[src/rtl/wdt_pkg.sv]
package wdt_pkg;

    localparam int CNT_W  = 8;
    localparam int PRE_W  = 17;
    localparam int SHIFT_W = 5;

    localparam logic [7:0] KEY_CTL = 8'hA5;
    localparam logic [7:0] KEY_CNT = 8'h5A;

    typedef enum logic {
        ADDR_CTL = 1'b0,
        ADDR_CNT = 1'b1
    } reg_addr_e;

    typedef struct packed {
        logic       dog;      // bit 6: 1 watchdog, 0 interval
        logic       run;      // bit 5: run-enable
        logic       rst_sel;  // bit 4: watchdog reset (1) or NMI (0)
        logic       ie;       // bit 3: interval interrupt enable
        logic [2:0] div_sel;  // bits 2:0: prescaler choice
    } ctl_t;

    function automatic logic [SHIFT_W-1:0] div_shift(input logic [2:0] sel);
        case (sel)
            3'd0:    return 5'd1;
            3'd1:    return 5'd6;
            3'd2:    return 5'd7;
            3'd3:    return 5'd9;
            3'd4:    return 5'd11;
            3'd5:    return 5'd13;
            3'd6:    return 5'd15;
            default: return 5'd17;
        endcase
    endfunction

endpackage

[src/rtl/wdt_prescale.sv]
module wdt_prescale
    import wdt_pkg::*;
#(
    parameter int DIV_W = PRE_W
) (
    input  logic       clk,
    input  logic       rst,
    input  logic       run,
    input  logic [2:0] div_sel,
    output logic       tick
);
    localparam int MASK_W = DIV_W + 1;

    logic [DIV_W-1:0]  pre_q;
    logic [MASK_W-1:0] wide_mask;
    logic [DIV_W-1:0]  mask;

    always_comb begin
        wide_mask = (MASK_W'(1) << div_shift(div_sel)) - MASK_W'(1);
        mask      = wide_mask[DIV_W-1:0];
        tick      = run && ((pre_q & mask) == mask);
    end

    always_ff @(posedge clk) begin
        if (rst || !run) pre_q <= '0;
        else             pre_q <= pre_q + DIV_W'(1);
    end

endmodule

[src/rtl/wdt_counter.sv]
module wdt_counter
    import wdt_pkg::*;
#(
    parameter int W = CNT_W
) (
    input  logic         clk,
    input  logic         rst,
    input  logic         run,
    input  logic         tick,
    input  logic         load,
    input  logic [W-1:0] load_val,
    output logic [W-1:0] count,
    output logic         wrap
);
    localparam logic [W-1:0] TOP = '1;

    assign wrap = run && !load && tick && (count == TOP);

    always_ff @(posedge clk) begin
        if (rst || !run)  count <= '0;
        else if (load)    count <= load_val;
        else if (tick)    count <= count + W'(1);
    end

    assert_idle_zero_R5: assert property (@(posedge clk) disable iff (rst)
        !run |=> (count == '0));

endmodule

[src/rtl/wdt_ctl.sv]
module wdt_ctl
    import wdt_pkg::*;
#(
    parameter logic [7:0] INIT = 8'h18
) (
    input  logic       clk,
    input  logic       rst,
    input  logic       wr_ok,
    input  logic [7:0] wdata,
    input  logic       rd_ctl,
    input  logic       wrap,
    output ctl_t       ctl,
    output logic       flag,
    output logic       rst_req,
    output logic       nmi_req
);
    logic armed;
    logic sw_clear;

    // Run-enable dropped, or an armed write of 0 to the flag bit.
    assign sw_clear = wr_ok && (!wdata[5] || (!wdata[7] && armed));

    always_ff @(posedge clk) begin
        if (rst) begin
            ctl     <= ctl_t'(INIT[6:0]);
            flag    <= INIT[7];
            armed   <= 1'b0;
            rst_req <= 1'b0;
            nmi_req <= 1'b0;
        end else begin
            rst_req <= wrap && ctl.dog && ctl.rst_sel;
            nmi_req <= wrap && ctl.dog && !ctl.rst_sel;
            if (wr_ok) ctl <= ctl_t'(wdata[6:0]);

            if (wrap)          flag <= 1'b1;
            else if (rst_req)  flag <= 1'b0;
            else if (sw_clear) flag <= 1'b0;

            if (wr_ok || !flag)       armed <= 1'b0;
            else if (rd_ctl && flag)  armed <= 1'b1;
        end
    end

    assert_wrap_sets_R9: assert property (@(posedge clk) disable iff (rst)
        wrap |=> flag);

    assert_clear_cause_R4: assert property (@(posedge clk) disable iff (rst)
        ($fell(flag) && !$past(rst_req)) |-> $past(wr_ok));

    assert_rst_pulse_R6: assert property (@(posedge clk) disable iff (rst)
        rst_req |=> !rst_req);

    assert_nmi_pulse_R7: assert property (@(posedge clk) disable iff (rst)
        nmi_req |=> !nmi_req);

endmodule

[src/rtl/wdt_timer.sv]
module wdt_timer
    import wdt_pkg::*;
#(
    parameter logic [7:0] CTL_RESET = 8'h18
) (
    input  logic        clk,
    input  logic        rst,
    input  logic        bus_rd,
    input  logic        bus_wr,
    input  logic        bus_addr,
    input  logic [15:0] bus_wdata,
    output logic [7:0]  bus_rdata,
    output logic        rst_req,
    output logic        nmi_req,
    output logic        irq_req
);
    ctl_t             ctl;
    logic             flag;
    logic             tick;
    logic             wrap;
    logic [CNT_W-1:0] count;
    logic             ctl_wr_ok;
    logic             cnt_wr_ok;
    logic             rd_ctl;

    assign ctl_wr_ok = bus_wr && (reg_addr_e'(bus_addr) == ADDR_CTL)
                       && (bus_wdata[15:8] == KEY_CTL);
    assign cnt_wr_ok = bus_wr && (reg_addr_e'(bus_addr) == ADDR_CNT)
                       && (bus_wdata[15:8] == KEY_CNT);
    assign rd_ctl    = bus_rd && (reg_addr_e'(bus_addr) == ADDR_CTL);

    wdt_prescale u_pre (
        .clk     (clk),
        .rst     (rst),
        .run     (ctl.run),
        .div_sel (ctl.div_sel),
        .tick    (tick)
    );

    wdt_counter u_cnt (
        .clk      (clk),
        .rst      (rst),
        .run      (ctl.run),
        .tick     (tick),
        .load     (cnt_wr_ok),
        .load_val (bus_wdata[CNT_W-1:0]),
        .count    (count),
        .wrap     (wrap)
    );

    wdt_ctl #(.INIT(CTL_RESET)) u_ctl (
        .clk     (clk),
        .rst     (rst),
        .wr_ok   (ctl_wr_ok),
        .wdata   (bus_wdata[7:0]),
        .rd_ctl  (rd_ctl),
        .wrap    (wrap),
        .ctl     (ctl),
        .flag    (flag),
        .rst_req (rst_req),
        .nmi_req (nmi_req)
    );

    assign bus_rdata = (reg_addr_e'(bus_addr) == ADDR_CTL) ? {flag, 7'(ctl)} : count;
    assign irq_req   = flag && ctl.ie && !ctl.dog;

    assert_step_R2: assert property (@(posedge clk) disable iff (rst)
        (ctl.run && tick && !cnt_wr_ok && count != 8'hFF)
        |=> (count == $past(count) + 8'd1));

    assert_irq_mode_R8: assert property (@(posedge clk) disable iff (rst)
        irq_req |-> !rst_req);

endmodule

[config.mk]
export PLATFORM = sky130hd
export DESIGN_NAME = wdt_timer
export DESIGN_NICKNAME = d
export VERILOG_FILES = /design/src/rtl/wdt_pkg.sv /design/src/rtl/wdt_prescale.sv /design/src/rtl/wdt_counter.sv /design/src/rtl/wdt_ctl.sv /design/src/rtl/wdt_timer.sv
export SDC_FILE = /design/constraint.sdc
export NUM_CORES = 1
export LEC_CHECK = 0
export ABC_AREA = 0
export BUFFER_PORTS_ARGS = -buffer_cell sky130_fd_sc_hd__buf_2
export CAP_MARGIN = 20
export CORE_MARGIN = 2
export CORE_UTILIZATION = 51
export DETAILED_ROUTE_END_ITERATION = 12
export MAX_ROUTING_LAYER = met4
export PLACE_DENSITY = 0.75
export SYNTH_ARGS = -nofsm -noshare
export SYNTH_HDL_FRONTEND = slang
export SYNTH_SLANG_ARGS = --single-unit
[constraint.sdc]
create_clock -name clk -period 3.1 [get_ports clk]
set_input_delay 0.465 -clock clk [delete_from_list [all_inputs] [get_ports clk]]
set_output_delay 0.465 -clock clk [all_outputs]
set_load 0.01 [all_outputs]
==> flow_metrics.env, run 1 <==
export IMPL_drt_wl_total_mm=5.354
export IMPL_grt_start_max_net_pins=18
export IMPL_pin_count=32
export IMPL_port_buffers=31
export IMPL_grt_pass1_wl_mm=8.707
export IMPL_drtIter0Drc=185
export IMPL_place_inst=347
export IMPL_yosysWarnings=0
export IMPL_worstMarginPinSlew_ps=677.1
export IMPL_rsz0062_at_grt="false"
export IMPL_core_area_um2=4058
export IMPL_drive_above_1_share_pct=21.97
export IMPL_htree_levels=2
export IMPL_ant_nets=0
export IMPL_row_count=23
export IMPL_postCtsSetupRepairBufs=0
export IMPL_n_fill_cell=373
export IMPL_path_class="reg2reg"
export IMPL_dr_pass1_iters=4
export IMPL_clockRootBuffer="clkbuf_8"
export IMPL_hold_buffers=0
export IMPL_cts_made_buffers=5
export IMPL_drc=0
export IMPL_post_route_period_util_pct=95.27
export IMPL_synth_cell_area_um2=2195
export IMPL_synth_seq_cells=36
export IMPL_crit_path_end_kind="flip-flop"
export IMPL_cap_violations=0
export IMPL_drv_slew=0
export IMPL_synth_ff_type="dfxtp_1"
export IMPL_netlist_instances=269
export IMPL_start_kind="flip-flop"
export IMPL_async_flop_share_pct=0
export IMPL_final_cells=355
export IMPL_viasPerCell=5.690
export IMPL_fin_tns_setup_ps=0
export IMPL_final_nets=332
export IMPL_irDropWorstVdd_uv=226.8
export IMPL_cts_sinks=36
export IMPL_cts_tree="done"
export IMPL_clk_pin_slew_ps=70
export IMPL_skew_ps=7.855
export IMPL_critPathRequiredTime_ps=3340
export IMPL_outcome="finished, final reports clean"
export IMPL_place_congestion=0.8729
export IMPL_wl_per_cell_um=15.08
export IMPL_fin_crit_ps=2953
export IMPL_dpl_hpwl_mm=3.925
export IMPL_antenna_found_initial=0
export IMPL_fin_util_pct=62.84
export IMPL_syn_nets=297
export IMPL_die_height_um=69.60
export IMPL_min_path_type="in2reg"
export IMPL_diodes=0
export IMPL_num_vias=2020
export IMPL_p_leak_uw=0.0009326
export IMPL_setup_violations=0
export IMPL_grt_overflow=0
export IMPL_power_uw=844.8
export IMPL_synth_area_per_cell_um2=8.158
export IMPL_max_freq_mhz=338.6
export IMPL_layout_common_cells="dfxtp_1 (34), buf_2 (31), nand2_1 (30)"
export IMPL_area_growth_synth_to_final_pct=16.19
export IMPL_synth_edf_count=0
export IMPL_arrival_ps=3190
export IMPL_start_util_pct=54.09
export IMPL_synth_cell_types=55
export IMPL_path_max_fanout=4
export IMPL_yosysSeqAreaShare_pct=32.84
export IMPL_die_area_um2=4844
export IMPL_insertion_delay_ps=290
export IMPL_final_common_cell="dfxtp_1"
export IMPL_grt_pass1_vias=1812
export IMPL_p_per_area_nw_per_um2=331.3
export IMPL_cts_buffer_depth=2
export IMPL_maxSlewHeadroom_pct=54.86
export IMPL_die_w_um=69.60
export IMPL_grt_total_usage_pct=22.80
export IMPL_hold_viol_final=0
-- cell type report --
cell class / instances / area, µm² / share of cell area (%)
sequential: 36 / 723.2 / 28.36
timing repair buffer: 39 / 215.2 / 8.440
tap: 50 / 62.56 / 2.453
inverter: 10 / 37.54 / 1.472
multi-input combinational: 212 / 1421 / 55.74
clock buffer: 8 / 90.09 / 3.533
-- final timing paths --
| check | startpoint | endpoint | slack [ps] | depth (start not counted) |
|---|---|---|---|---|
| worst max-delay path | u_ctl.ctl[0] | u_ctl.rst_req | 150 | 11 |
| worst max register to register | u_ctl.ctl[0] | u_ctl.rst_req | 150 | 11 |
| worst min register to register | u_ctl.ctl[1] | u_ctl.ctl[1] | 480 | 2 |
| worst min-delay path | bus_wdata[3] | u_ctl.ctl[3] | 390 | 3 |
-- logic make-up (layout without fill, tap and decap cells) --
| logic type | Yosys count | count (layout) | share of synthesized area [%] |
|---|---|---|---|
| DFF | 36 | 36 | 32.84 |
| other | 1 | 1 | 0.1709 |
| muxes | 8 | 8 | 3.991 |
| adders and majority gates | 7 | 7 | 3.991 |
| and+or+nand+nor | 121 | 121 | 32.16 |
| buffers and inverters | 21 | 57 | 4.105 |
| AOI/OAI and AO/OA | 58 | 58 | 15.96 |
| xor gates and xnor gates | 17 | 17 | 6.784 |
-- metal layers --
| metal | up-vias | GRT usage (%) | wire length (µm) |
|---|---|---|---|
| li1 | 1030 | - | - |
| met1 | 922 | 32.65 | 2652 |
| met2 | 58 | 33.23 | 2345 |
| met3 | 10 | 4.360 | 269 |
| met4 | 0 | 5.229 | 87 |
| met5 | - | - | 0 |
-- report_power, final --
part | internal [µW] | total, µW | switching, µW
Sequential | 462 | 462 | 0.0881
Clock | 181 | 351 | 170
Combinational | 16.4 | 31.7 | 15.3
-- state kept, by name, summed over array words and instances, names as in the netlist --
| name | count |
|---|---|
| u_ctl.ctl | 7 |
| u_cnt.count | 8 |
| u_ctl.nmi_req | 1 |
| u_ctl.flag | 1 |
| u_ctl.armed | 1 |
| u_ctl.rst_req | 1 |
| u_pre.pre_q | 17 |
-- worst max-delay path: stages (launching register included) --
cell	delay [ps]
dfxtp_2	340
ha_1	240
nor4_4	280
nand3b_1	130
ha_1	290
o211ai_1	90
a21oi_1	170
o311ai_2	150
nor4_4	300
nand3_4	100
or4_4	520
and4bb_1	270
-- through the flow --
step	hold WS, ps	area (µm²)	worst slack (ps)
final	394.7	2550	146.6
after global routing	410.6	2550	35.77
after CTS	394.3	2516	38.69
after detailed placement	487.4	2420	-20.09
after global placement	463.3	2420	94.28
after floorplan	429.9	2195	52.25
-- cell usage after synthesis, drive strengths merged, types with 2 or more instances --
master  count  area, µm²
nand3b      6      45.04
o21bai      2      15.01
dfxtp      36      720.7
inv        10      37.54
o21ai      16      80.08
mux2        6      67.56
or3         4      25.02
nor2b       2      12.51
nand2b      7      43.79
a21oi      23      118.9
a31oi       5      31.28
nor4bb      3      30.03
or4         2      18.77
nor2       21      78.83
nor3        5      25.02
mux2i       2      20.02
nor4b       2      23.77
and2        4      25.02
xor2       11      96.34
nor4        2      27.53
o21a        2      15.01
or3b        3      26.28
buf         5      30.02
nand2      30      112.6
nand4       4      25.02
xnor2       6      52.55
clkbuf      6      22.52
and3        5      31.28
nand3      13      77.58
o211ai      2      15.01
ha          7      87.58
nand4b      2      17.52
-- what timing repair did --
item	in CTS	in global routing
gates resized for setup	1	8
pin swaps	0	3
setup endpoints to repair	2	6
Power figures use the tool's default switching activity.
==> run 2, diff against run 1 <==
--- a/config.mk
+++ b/config.mk
@@ -5,7 +5,7 @@
 export SDC_FILE = /design/constraint.sdc
 export NUM_CORES = 1
 export LEC_CHECK = 0
-export ABC_AREA = 0
+export ABC_AREA = 1
 export BUFFER_PORTS_ARGS = -buffer_cell sky130_fd_sc_hd__buf_2
 export CAP_MARGIN = 20
 export CORE_MARGIN = 2
==> run 2 against run 1 <==
Sequential power about the same; synthesized area increased by 3.1%; via count increased by 8.9%; synthesized cell count increased by 26%; combinational power increased by 21%; non-clock buffer count decreased by 6; largest power group unchanged; clock-buffer cell count decreased by 3.
==> flow_metrics.env, run 2 <==
export IMPL_outcome="finished, final reports clean"
export IMPL_async_flop_share_pct=0
export IMPL_critPathRequiredTime_ps=3290
export IMPL_fin_crit_ps=2641
export IMPL_cts_resized=0
export IMPL_grt_pass1_vias=2023
export IMPL_die_area_um2=4984
export IMPL_synthTopCellsByCount="nand2_1 (51), inv_1 (49), nor2_1 (43)"
export IMPL_synth_most_common_cell="nand2_1"
export IMPL_final_common_cell="nand2_1"
export IMPL_cts_sinks=36
export IMPL_start_util_pct=52.31
export IMPL_dr_pass1_iters=4
export IMPL_path_class="reg2reg"
export IMPL_drt_wl_total_mm=5.144
export IMPL_multi_input_area_um2=1305
export IMPL_grt_total_usage_pct=23.05
export IMPL_hold_ws_ps=417.2
export IMPL_synth_top_area_share_pct=31.86
export IMPL_synth_top_cells_by_area="dfxtp_1 (32%), nand2_1 (8.5%), inv_1 (8.1%)"
export IMPL_place_congestion=0.9488
export IMPL_grt_start_max_net_pins=24
export IMPL_layout_common_cells="nand2_1 (51), inv_1 (49), nor2_1 (43)"
export IMPL_yosysWarnings=0
export IMPL_place_inst=417
export IMPL_final_cells=425
export IMPL_post_route_period_util_pct=85.21
export IMPL_fin_util_pct=59.61
export IMPL_start_kind="flip-flop"
export IMPL_cap_violations=0
export IMPL_regMostFlops="u_pre.pre_q"
export IMPL_yosysSeqAreaShare_pct=31.86
export IMPL_drive_above_1_share_pct=19.84
export IMPL_min_path_type="in2reg"
export IMPL_grt_overflow=0
export IMPL_drc=0
export IMPL_reg_top3="u_pre.pre_q (17), u_cnt.count (8), u_ctl.ctl (7)"
export IMPL_pin_count=32
export IMPL_path_max_fanout=10
export IMPL_antenna_found_initial=0
export IMPL_synth_cell_types=36
export IMPL_area_growth_synth_to_final_pct=13.94
export IMPL_worstMarginPinSlew_ps=520.7
export IMPL_crit_path_start="u_ctl.ctl[0]"
export IMPL_wl_per_cell_um=12.10
export IMPL_fin_tns_setup_ps=0
export IMPL_die_w_um=70.60
export IMPL_skew_ps=7.526
export IMPL_synth_top_area_cell="dfxtp_1"
export IMPL_reg2reg_from="u_ctl.ctl[0]"
export IMPL_htree_levels=2
export IMPL_viasPerCell=5.174
export IMPL_hp_start="rst"
export IMPL_setup_violations=0
export IMPL_postCtsSetupRepairBufs=0
export IMPL_hold_buffers=0
export IMPL_diodes=0
export IMPL_cts_tree="done"
export IMPL_ant_nets=0
export IMPL_clk_pin_slew_ps=80
export IMPL_drtIter0Drc=209
export IMPL_die_height_um=70.60
export IMPL_largest_reg_flops=17
export IMPL_p_per_area_nw_per_um2=355.0
export IMPL_port_buffers=31
export IMPL_netlist_instances=339
export IMPL_synth_seq_cells=36
export IMPL_drv_slew=0
export IMPL_dpl_hpwl_mm=4.067
export IMPL_final_nets=400
export IMPL_n_fill_cell=419
export IMPL_irDropWorstVdd_uv=297.3
export IMPL_grt_pass1_wl_mm=9.094
export IMPL_p_leak_uw=0.001109
export IMPL_row_count=24
export IMPL_insertion_delay_ps=290
export IMPL_hold_viol_final=0
export IMPL_core_area_um2=4324
export IMPL_arrival_ps=2830
export IMPL_rsz0062_at_grt="false"
export IMPL_synth_ff_type="dfxtp_1"
export IMPL_crit_path_end_kind="flip-flop"
export IMPL_synth_cell_area_um2=2262
export IMPL_num_vias=2199
export IMPL_synth_area_per_cell_um2=6.673
export IMPL_cts_made_buffers=5
export IMPL_seq_area_um2=720.7
export IMPL_maxSlewHeadroom_pct=65.25
export IMPL_syn_nets=367
export IMPL_max_freq_mhz=378.6
export IMPL_clockRootBuffer="clkbuf_8"
export IMPL_cts_buffer_depth=2
export IMPL_synth_edf_count=0
[run 2: changes by cell type after synthesis, sizes merged, moves of 6 or more]
cell / delta
nand3: +17
nor2: +30
inv: +44
nand2b: -7
o21ai: +13
xor2: -10
a21oi: +6
nor3: +6
nand2: +26
[run 2: cell families after synthesis]
logic type	count (synthesis)	share of synthesized area [%]
multiplexers	3	1.493
other	1	0.1658
adder cells (fa/ha/maj)	7	3.872
flip-flops	36	31.86
AO/OA/AOI/OAI	64	15.38
AND/OR/NAND/NOR	165	36.01
buffers and inverters	61	10.45
XOR/XNOR	2	0.7745
[run 2: power by group]
| part | total (µW) | switching (µW) | leakage (µW) | internal [µW] |
|---|---|---|---|---|
| combinational | 38.2 | 22.8 | 0.000765 | 15.4 |
| sequential | 462 | 0.0891 | 0.000290 | 462 |
| clock | 415 | 177 | 0.0000541 | 238 |
[run 2: metrics by stage]
step / setup WS [ps] / total power (µW) / cell area (µm²)
after floorplan: 703.7 / 490.5 / 2262
after global placement: 573.6 / 510.2 / 2466
after detailed placement: 468.9 / 510.5 / 2466
after CTS: 454.0 / 921.5 / 2577
after global routing: 163.7 / 942.7 / 2577
final: 458.5 / 915.0 / 2577
[run 2: worst max-delay path: stages (launching register included)]
cell and delay (ps):
dfxtp_1 360, inv_1 100, ha_1 220, inv_2 70
nand2_1 60, nand2_1 80, nand2_2 80, nor2_2 130
nand2_1 70, ha_1 270, nor2_1 40, nor2_1 80
nand2_1 60, nor2_1 80, nand3_1 80, nor2_1 80
nand3_1 80, nor2_2 120, nand3_4 170, nand2_4 130
inv_2 50, nor2_1 90, nor2_1 50
[run 2: path summary, 6_finish.rpt]
path / cells past startpoint / to / slack (ps)
setup / recovery: 22 / u_cnt.count[0] / 460
hold / removal: 3 / u_ctl.ctl[3] / 420
setup reg to reg: 22 / u_cnt.count[0] / 460
hold reg to reg: 1 / u_ctl.nmi_req / 420
[run 2: routing by layer]
layer,track usage [%],share of wire [%],vias up
met3,4.701,5.3,9
met1,31.22,49,977
met4,7.338,1.6,0
met5,-,0,-
li1,-,-,1171
met2,34.80,44,42
[run 2: layout make-up]
class | instances | share of cell area, %
clock inverters | 3 | 1.650
clock buffers | 5 | 2.670
flip-flops and latches | 36 | 27.96
multi-input cells | 242 | 50.63
inverters | 54 | 7.961
repair buffers | 33 | 6.602
well taps | 52 | 2.524
